`config.mk`:
```
export PLATFORM = sky130hd
export DESIGN_NAME = kbd_char_fifo
export DESIGN_NICKNAME = d
export VERILOG_FILES = /design/src/rtl/kbdq_pkg.sv /design/src/rtl/kbdq_store.sv /design/src/rtl/kbdq_regs.sv /design/src/rtl/kbd_char_fifo.sv
export SDC_FILE = /design/constraint.sdc
export NUM_CORES = 1
export LEC_CHECK = 0
export CORE_ASPECT_RATIO = 1.75
export CORE_UTILIZATION = 50
export DETAILED_ROUTE_END_ITERATION = 16
export GPL_ROUTABILITY_DRIVEN = 0
export PLACE_DENSITY_LB_ADDON = 0.2
export SLEW_MARGIN = 15
export SYNTH_ARGS = -nofsm -noshare
export SYNTH_HDL_FRONTEND = slang
export SYNTH_SLANG_ARGS = --single-unit
export TNS_END_PERCENT = 30
```
`constraint.sdc`:
```
create_clock -name clk -period 4.3 [get_ports clk]
set_input_delay 0.86 -clock clk [delete_from_list [all_inputs] [get_ports clk]]
set_output_delay 0.86 -clock clk [all_outputs]
set_load 0.01 [all_outputs]
```
`src/rtl/kbdq_pkg.sv`:
```
// kbdq_pkg: port addresses and register bit positions shared by the
// keyboard character queue. Assumes a 2-bit register address.
package kbdq_pkg;

    typedef enum logic [1:0] {
        PORT_DATA = 2'd0,
        PORT_STAT = 2'd1,
        PORT_CNT  = 2'd2,
        PORT_CTRL = 2'd3
    } port_e;

    // status port bit positions
    localparam int STAT_EMPTY = 0;
    localparam int STAT_FULL  = 1;
    localparam int STAT_ERR   = 2;

    // control port bit positions
    localparam int CTRL_IEN   = 0;
    localparam int CTRL_CLR   = 1;

endpackage

```
`src/rtl/kbdq_store.sv`:
```
// kbdq_store: circular character storage with read and write pointers
// and an occupancy count.
// Assumes: DEPTH is a power of two; push and pop are single-cycle
// requests. A push while full is performed only if a pop happens in the
// same cycle; otherwise it is reported on 'drop'. A pop while empty is
// ignored.
module kbdq_store #(
    parameter int DEPTH = 16,
    parameter int DW    = 8,
    localparam int AW   = $clog2(DEPTH),
    localparam int CW   = AW + 1
) (
    input  logic          clk,
    input  logic          rst_n,
    input  logic          push_req,
    input  logic [DW-1:0] push_data,
    input  logic          pop_req,
    output logic [DW-1:0] head_data,
    output logic [CW-1:0] count,
    output logic          drop
);

    localparam logic [CW-1:0] FULL_CNT = CW'(DEPTH);

    logic [AW-1:0] wr_ptr;
    logic [AW-1:0] rd_ptr;
    logic          push_ok;
    logic          pop_ok;
    logic [DW-1:0] slot_arr [DEPTH];

    // accept decisions for this cycle
    always_comb begin
        pop_ok  = pop_req && (count != '0);
        push_ok = push_req && ((count != FULL_CNT) || pop_ok);
        drop    = push_req && !push_ok;
    end

    // one register per entry, written when the write pointer selects it
    for (genvar i = 0; i < DEPTH; i++) begin : g_slot
        logic [DW-1:0] slot_q;

        // capture the pushed character into this entry
        always_ff @(posedge clk) begin
            if (push_ok && (wr_ptr == AW'(i))) begin
                slot_q <= push_data;
            end
        end

        assign slot_arr[i] = slot_q;
    end

    assign head_data = slot_arr[rd_ptr];

    // pointer and occupancy bookkeeping
    always_ff @(posedge clk) begin
        if (!rst_n) begin
            wr_ptr <= '0;
            rd_ptr <= '0;
            count  <= '0;
        end else begin
            if (push_ok) begin
                wr_ptr <= wr_ptr + 1'b1;
            end
            if (pop_ok) begin
                rd_ptr <= rd_ptr + 1'b1;
            end
            if (push_ok && !pop_ok) begin
                count <= count + 1'b1;
            end else if (pop_ok && !push_ok) begin
                count <= count - 1'b1;
            end
        end
    end

    // occupancy never exceeds the capacity
    a_r3_no_overflow: assert property (@(posedge clk) disable iff (!rst_n)
        count <= FULL_CNT);

    // a push into a full queue without a pop changes nothing
    a_r3_full_drop: assert property (@(posedge clk) disable iff (!rst_n)
        (count == FULL_CNT && push_req && !pop_req) |=> $stable(count));

    // a pop of an empty queue leaves it empty
    a_r4_empty_pop: assert property (@(posedge clk) disable iff (!rst_n)
        (count == '0 && pop_req && !push_req) |=> (count == '0));

    // push and pop together keep the occupancy
    a_r9_push_pop: assert property (@(posedge clk) disable iff (!rst_n)
        (push_req && pop_req && count != '0) |=> $stable(count));

endmodule

```
`src/rtl/kbdq_regs.sv`:
```
// kbdq_regs: control register (interrupt enable) and sticky error flag.
// Assumes: ctrl_wr is a one-cycle strobe; the clear bit is an action and
// is not stored; a drop in the same cycle as a clear wins.
module kbdq_regs #(
    parameter int DW = 8
) (
    input  logic          clk,
    input  logic          rst_n,
    input  logic          ctrl_wr,
    input  logic [DW-1:0] ctrl_wdata,
    input  logic          drop,
    output logic          irq_en,
    output logic          err
);

    import kbdq_pkg::*;

    // interrupt enable storage
    always_ff @(posedge clk) begin
        if (!rst_n) begin
            irq_en <= 1'b0;
        end else if (ctrl_wr) begin
            irq_en <= ctrl_wdata[CTRL_IEN];
        end
    end

    // sticky error: set on drop, cleared by the control clear bit
    always_ff @(posedge clk) begin
        if (!rst_n) begin
            err <= 1'b0;
        end else if (drop) begin
            err <= 1'b1;
        end else if (ctrl_wr && ctrl_wdata[CTRL_CLR]) begin
            err <= 1'b0;
        end
    end

    // a drop always leaves the error flag set
    a_r7_err_set: assert property (@(posedge clk) disable iff (!rst_n)
        drop |=> err);

    // a clear without a simultaneous drop empties the flag
    a_r7_err_clear: assert property (@(posedge clk) disable iff (!rst_n)
        (ctrl_wr && ctrl_wdata[CTRL_CLR] && !drop) |=> !err);

    // without drop or clear the flag holds
    a_r7_err_hold: assert property (@(posedge clk) disable iff (!rst_n)
        (!drop && !(ctrl_wr && ctrl_wdata[CTRL_CLR])) |=> $stable(err));

endmodule

```
`src/rtl/kbd_char_fifo.sv`:
```
// kbd_char_fifo: keyboard character queue with data, status, count and
// control ports on an 8-bit CPU register bus, plus an interrupt output.
// Assumes: bus_rd / bus_wr are one-cycle strobes; read data is
// combinational during the strobe; a data-port read pops at the edge
// that ends the strobe.
module kbd_char_fifo #(
    parameter int DEPTH = 16,
    parameter int DW    = 8
) (
    input  logic          clk,
    input  logic          rst_n,
    input  logic          key_valid,
    input  logic [DW-1:0] key_char,
    input  logic          bus_rd,
    input  logic          bus_wr,
    input  logic [1:0]    bus_addr,
    input  logic [DW-1:0] bus_wdata,
    output logic [DW-1:0] bus_rdata,
    output logic          irq
);

    import kbdq_pkg::*;

    localparam int AW = $clog2(DEPTH);
    localparam int CW = AW + 1;
    localparam logic [CW-1:0] FULL_CNT = CW'(DEPTH);

    logic          pop_req;
    logic          ctrl_wr;
    logic [DW-1:0] head_data;
    logic [CW-1:0] count;
    logic          drop;
    logic          irq_en;
    logic          err;
    logic          empty;
    logic          full;

    // bus decode for side-effecting accesses
    always_comb begin
        pop_req = bus_rd && (bus_addr == PORT_DATA);
        ctrl_wr = bus_wr && (bus_addr == PORT_CTRL);
    end

    kbdq_store #(
        .DEPTH (DEPTH),
        .DW    (DW)
    ) u_store (
        .clk       (clk),
        .rst_n     (rst_n),
        .push_req  (key_valid),
        .push_data (key_char),
        .pop_req   (pop_req),
        .head_data (head_data),
        .count     (count),
        .drop      (drop)
    );

    kbdq_regs #(
        .DW (DW)
    ) u_regs (
        .clk        (clk),
        .rst_n      (rst_n),
        .ctrl_wr    (ctrl_wr),
        .ctrl_wdata (bus_wdata),
        .drop       (drop),
        .irq_en     (irq_en),
        .err        (err)
    );

    assign empty = (count == '0);
    assign full  = (count == FULL_CNT);

    // read data multiplexer, zero outside a read strobe
    always_comb begin
        bus_rdata = '0;
        if (bus_rd) begin
            unique case (bus_addr)
                PORT_DATA: bus_rdata = empty ? '0 : head_data;
                PORT_STAT: begin
                    bus_rdata[STAT_EMPTY] = empty;
                    bus_rdata[STAT_FULL]  = full;
                    bus_rdata[STAT_ERR]   = err;
                end
                PORT_CNT:  bus_rdata[CW-1:0] = count;
                PORT_CTRL: bus_rdata[CTRL_IEN] = irq_en;
                default:   bus_rdata = '0;
            endcase
        end
    end

    // interrupt request from the non-empty state
    assign irq = irq_en && !empty;

    // no interrupt while nothing is stored
    a_r8_irq_quiet: assert property (@(posedge clk) disable iff (!rst_n)
        (count == '0) |-> !irq);

    // the data port reads zero while empty
    a_r4_empty_zero: assert property (@(posedge clk) disable iff (!rst_n)
        (count == '0 && pop_req) |-> (bus_rdata == '0));

    // the count port never shows a value beyond capacity
    a_r5_count_range: assert property (@(posedge clk) disable iff (!rst_n)
        (bus_rd && bus_addr == PORT_CNT) |-> (bus_rdata <= DW'(DEPTH)));

endmodule

```
==> results of run 1 <==
[worst max-delay path, stage by stage]
cell             delay (ns)
clkdlybuf4s50_1        0.56
or3b_4                 0.44
a21o_1                 0.33
a211oi_1               0.33
clkdlybuf4s50_1        0.60
[cells by family after synthesis]
family / synth area share (%)
AOI/OAI and AO/OA: 3.666
xor gates and xnor gates: 1.458
adders and majority gates: 2.208
buffers and inverters: 2.374
DFF: 68.99
muxes: 14.89
and+or+nand+nor: 6.416
[state kept, by name (all words and copies together) (netlist names)]
name and count:
u_store.count 5, u_regs.err 1, u_store.rd_ptr 4, u_store.g_slot.slot_q 128
u_regs.irq_en 1, u_store.wr_ptr 4
[power breakdown]
part | internal, uW | switching, uW
Sequential | 1580 | 79.1
Combinational | 270 | 265
Clock | 1030 | 545
Total | 2880 | 889
[cell usage after synthesis, types with 8 or more instances]
| cell type | number | area share (%) |
|---|---|---|
| and2_1 | 10 | 1.0 |
| o21ai_0 | 8 | 0.67 |
| nor2b_1 | 10 | 1.0 |
| mux2i_1 | 11 | 1.8 |
| dfxtp_1 | 15 | 5.0 |
| inv_1 | 8 | 0.50 |
| edfxtp_1 | 128 | 64 |
| ha_1 | 9 | 1.9 |
| nand2_1 | 10 | 0.62 |
| mux4_2 | 24 | 9.0 |
| nor2_1 | 24 | 1.5 |
| mux4_1 | 8 | 3.5 |
[layer usage]
layer / vias to the layer above / GRT usage (%) / wire, um
met5: - / 0 / 0
met4: 0 / 6.017 / 109
met3: 8 / 4.888 / 354
met2: 60 / 40.57 / 7199
met1: 1658 / 22.94 / 4487
li1: 1439 / - / -
[worst paths after layout]
kind | to | slack, ns | depth (start not counted)
max | bus_rdata[5] | 0.32 | 5
min | u_regs.err | 0.52 | 2
max reg2reg | u_store.count[4] | 1.13 | 10
min reg2reg | u_regs.err | 0.52 | 2
[through the flow]
step           power, uW  util, %  cells  area [sq um]  hold WS (ns)
3_5_place_dp        2228    56.18    509          6543        0.5149
6_report            3770    61.71    541          7187        0.5236
2_1_floorplan       2044        -    340          6007        0.4558
3_3_place_gp        2213    56.18    509          6543        0.5160
4_1_cts             3800    61.71    541          7187        0.5252
5_1_grt             3915    61.71    541          7187        0.5545
[final cells by class]
type / instances / area share, %
Clock buffer: 18 / 5.971
Sequential cell: 143 / 57.68
Tap cell: 135 / 2.350
Multi-Input combinational cell: 171 / 23.94
Timing Repair Buffer: 52 / 6.650
Clock inverter: 14 / 2.994
Inverter: 8 / 0.4178
==> impl_results.md, run 1 <==
* Status: complete, but fails checks
* Failing checks: design-rule violations
* Pwr dens at around 520 nW/um^2
* Reg-to-Reg Start: u_store.count[0]
* Die Y at about 150 um
* Synthesized instance count at 340
* Clk sinks at about 140
* Setup TNS at 0 ns
* # port buffers at 25
* Via-per-instance ratio at between 5 and 6
* Crit share post-route at just over 90%
* CP startpoint kind: primary input
* Hold_sp: u_regs.err
* Initial Util at 51.58%
* Actual transition at the worst max-transition pin at 0.7246 ns
* Worst-path clk slew at ~0.060 ns
* Post-DRT Antenna Nets at 0
* Vias post-DR at about 3200
* # IOs at 32
* Max Clk Rate at 251.2 MHz
* CP Data Arrival Time at 3.12 ns
* CTS resizes at 0
* Maximum number of pins on one net before global-route repair at 19
* Setup violators final at 0
* Synth Flop Type: edfxtp_1
* Initial antenna violation count at 0
* Vias in the first global route at ~3300
* Post-CTS Setup Inserts at 0
* Sequential cell area at approximately 4100 sq um
* Dpl hpwl at 8207 um
* Most common cell after layout, fill and taps aside: edfxtp_1
* Total die area at 12470 sq um
* Pins Over Slew Limit at 0
* Die W at 84.86 um
* Rows at 52
* Worst vdd ir at 281.2 uV
* Core area at 11650 sq um
* Synth Cell Area at between 6000 and 7000 sq um
* Static leakage at 0.002407 uW
* Post-synth EDFFs at 128
* Crit Path Class: primary input to primary output
* Place WS at 0.2899 ns
* FILL cells at 823
* Sequential share of the synthesized area at between 60% and 70%
* First-pass GRT wire length at around 19000 um
* Maxcap violations at 0
* Worst Setup End Kind: primary output
* Synth Register Bits at 143
* Final #Nets at 426
* Critical-path maximum fanout at 11
* Post-Route WL at 12150 um
* Synth cell types at between 40 and 50
* Diodes inserted at 0
* Drc violations at 4
* Area of the multi-input gates at 1720 sq um
* Worst EP required at 3.44 ns
* Commonest non-fill, non-tap cells in the layout: edfxtp_1 (128), clkdlybuf4s50_1 (25), buf_4 (25), mux4_2 (24), nor2_1 (24)
* Layout cells sized above 1 at 21.92%
* Root Buffer: clkbuf_16
* Final worst slack at 0.3196 ns
* Final hold vios at 0
* Async SR Flop Fraction at 0%
* Slew margin rel. at 51.62%
* Min-delay worst type: flip-flop to flip-flop
* CTS tree: yes
* Clk_skew at around 0.0068 ns
* Min Tclk post-route at 3.980 ns
* Global-route usage over all layers at a little over a fifth
* Critical path startpoint: bus_rd
* Drt pass-1 iters at 10
* Number of hold buffers added after cts at 0
* Yosys warnings at 0
* Worst skew pair latency at 0.41 ns
* H-tree levels at 4
* Layout area overhead at 19.64%
* Initial drt markers at around 210
* Mean Syn Cell Area at about 18 sq um
* Maximum root-to-sink buffer count at 2
* Number of buffers created by CTS at 17
* Unrepaired setup endpoints after global routing: no
* Synth Net Count at about 370
* Total congestion overflow at 0
* Per-cell routed wire length at 22.46 um
Power figures use the tool's default switching activity.
==> run 2: changes to the inputs <==
Settings changed: REMOVE_ABC_BUFFERS from default to 1, TNS_END_PERCENT 30 to 20.
==> run 2 against run 1 <==
  * The flow still finishes with violations (design-rule violations)
  * Wire length is 2.5% lower
  * Design area down 1.5%
  * Clock skew increased by 0.0021 ns
  * Total power fell by 4.1%
  * Combinational power down 2%
  * Via count decreased by 0.76%
  * Critical path depth unchanged
  * Global-route usage is essentially flat
  * First-iteration DRC count decreased by 4.9%
  * Sequential share of layout area grew 0.87 points
  * Final cell count fell by 0.55%
  * Fmax grew 0.77%
  * Critical path type unchanged
  * Critical endpoint unchanged
==> impl_results.md, run 2 (synthesis gave the netlist of run 1 again) <==
* Initial Util at 51.58% (unchanged)
* Post-DRT Antenna Nets at 0 (unchanged)
* Worst Setup End Kind: primary output
* Static leakage at 0.002348 uW (-2.4%)
* Drt pass-1 iters at 12 (+2)
* Unrepaired setup endpoints after global routing: no
* Most common cell after layout, fill and taps aside: edfxtp_1
* Die W at 84.86 um (unchanged)
* Critical-path maximum fanout at 11 (unchanged)
* Worst skew pair latency at 0.41 ns (about the same)
* Die Y at 147 um (unchanged)
* Core area at 11650 sq um (unchanged)
* Worst EP required at 3.44 ns (about the same)
* Biggest register: u_store.g_slot.slot_q
* Status: complete, but fails checks
* Met1 usage at 24.58% (+1.6 points)
* Global-route usage over all layers at 21.21% (about the same)
* H-tree levels at 4 (unchanged)
* Clk sinks at 143 (unchanged)
* Vias post-DR at 3141 (-0.76%)
* Initial antenna violation count at 0 (unchanged)
* Max Clk Rate at 253.2 MHz (+0.77%)
* Pwr dens at 510.7 nW/um^2 (-2.6%)
* Dpl hpwl at 7727 um (-5.8%)
* Rows at 52 (unchanged)
* Commonest non-fill, non-tap cells in the layout: edfxtp_1 (128), clkdlybuf4s50_1 (25), mux4_2 (24), nor2_1 (24), buf_4 (24)
* Crit Path Class: primary input to primary output
* Final hold vios at 0 (unchanged)
* Critical-path cell with the highest stage delay: clkdlybuf4s50_1
* Diodes inserted at 0 (unchanged)
* Layout cells sized above 1 at 21.59% (-0.33 points)
* Sequential cell area at 4145 sq um (unchanged)
* CP cell instances: clkdlybuf4s50_1 -> or3b_4 -> a21o_1 -> a211oi_1 -> clkdlybuf4s50_1
* Via-per-instance ratio at 5.838 (-0.20%)
* Top flop regs: u_store.g_slot.slot_q (128), u_store.count (5)
* Vias in the first global route at 3306 (+0.21%)
* Max FFs per register at 128 (unchanged)
* Total die area at 12470 sq um (unchanged)
* Number of buffers created by CTS at 17 (unchanged)
* Min-delay worst type: flip-flop to flip-flop
* Maximum root-to-sink buffer count at 2 (unchanged)
* # port buffers at 25 (unchanged)
* Worst vdd ir at 267.0 uV (-5.1%)
* Per-cell routed wire length at 22.01 um (-2.0%)
* Worst-path clk slew at 0.06 ns (about the same)
* Number of hold buffers added after cts at 0 (unchanged)
* FILL cells at 859 (+4.4%)
* Crit share post-route at 91.86% (-0.71 points)
* Clk_skew at 0.008922 ns (+0.002143 ns)
* Initial drt markers at 195 (-4.9%)
* CP startpoint kind: primary input
* Most used cell, CP: clkdlybuf4s50_1
* # IOs at 32 (unchanged)
* Setup TNS at 0 ns (unchanged)
* Grt met2 use at 37.20% (-3.4 points)
* Crit-path max cell delay at 0.58 ns (-0.02 ns)
* CTS resizes at 0 (unchanged)
* CP Data Arrival Time at 3.09 ns (-0.03 ns)
* GR peak layer: met2
* Root Buffer: clkbuf_16
* Maxcap violations at 0 (unchanged)
* Area of the multi-input gates at 1720 sq um (unchanged)
* CTS tree: yes
* Post-CTS Setup Inserts at 0 (unchanged)
* Layout area overhead at 17.87%
* Final #Nets at 423 (-0.70%)
* Post-Route WL at 11840 um (-2.5%)
* Setup violators final at 0 (unchanged)
* Drc violations at 3 (-1)
* Maximum number of pins on one net before global-route repair at 32 (+13)
* Final worst slack at 0.3502 ns (+0.03057 ns)
* Actual transition at the worst max-transition pin at 0.7582 ns (+0.03355 ns)
* Total congestion overflow at 0 (unchanged)
* First-pass GRT wire length at 18750 um (+1.0%)
* Place WS at 0.3731 ns (+0.08319 ns)
* Min Tclk post-route at 3.950 ns (-0.03057 ns)
* Met3 usage at 4.831% (-0.056 points)
* Slew margin rel. at 49.38% (-2.2 points)
* Failing checks: design-rule violations
* Pins Over Slew Limit at 0 (unchanged)
-- run 2: changes by cell type in the layout (fill, tap and decap cells not counted), sizes merged --
cell,before,now
clkinv,7,3
inv,9,13
buf,27,24
bufinv,5,2
clkinvlp,1,4
-- run 2: area by class of cell --
type / count / area share [%]
clock buffers: 18 / 6.061
multi-input cells: 171 / 24.30
flip-flops and latches: 143 / 58.54
well taps: 135 / 2.386
repair buffers: 49 / 6.079
clock inverters: 14 / 2.209
inverters: 8 / 0.4241
-- run 2: stage by stage --
step	cells	power, uW	area, sq um	utilization [%]	hold WS (ns)
floorplan	322	2027	5894	-	0.4558
global placement	506	2192	6495	55.77	0.4989
detailed placement	506	2207	6495	55.77	0.5000
CTS	538	3650	7081	60.80	0.5102
global route	538	3779	7081	60.80	0.5611
finish	538	3616	7081	60.80	0.5007
-- run 2: layer usage --
metal	wire, um	part of all wire (%)
met3	496	4.2
met5	0	0
met2	6581	56
met4	260	2.2
met1	4504	38
-- run 2: power by group --
| group | switching [uW] | total [uW] | leakage [uW] | internal, uW |
|---|---|---|---|---|
| clock | 581 | 1440 | 0.000274 | 863 |
| sequential | 70.3 | 1650 | 0.00128 | 1580 |
| combinational | 259 | 521 | 0.000795 | 262 |
| total | 910 | 3620 | 0.00235 | 2710 |
-- run 2: worst paths after layout --
| path | endpoint | start | slack, ns | depth (start not counted) |
|---|---|---|---|---|
| worst max-delay path | bus_rdata[5] | bus_rd | 0.35 | 5 |
| worst max register to register | u_store.count[4] | u_store.count[0] | 1.12 | 10 |
| worst min-delay path | u_regs.err | u_regs.err | 0.50 | 2 |
| worst min register to register | u_regs.err | u_regs.err | 0.50 | 2 |
-- run 2: critical path, delay by kind of cell --
family          cells  cell delay [ns]
compound gates      2             0.62
simple gates        1             0.44
buf+inv             2             1.15
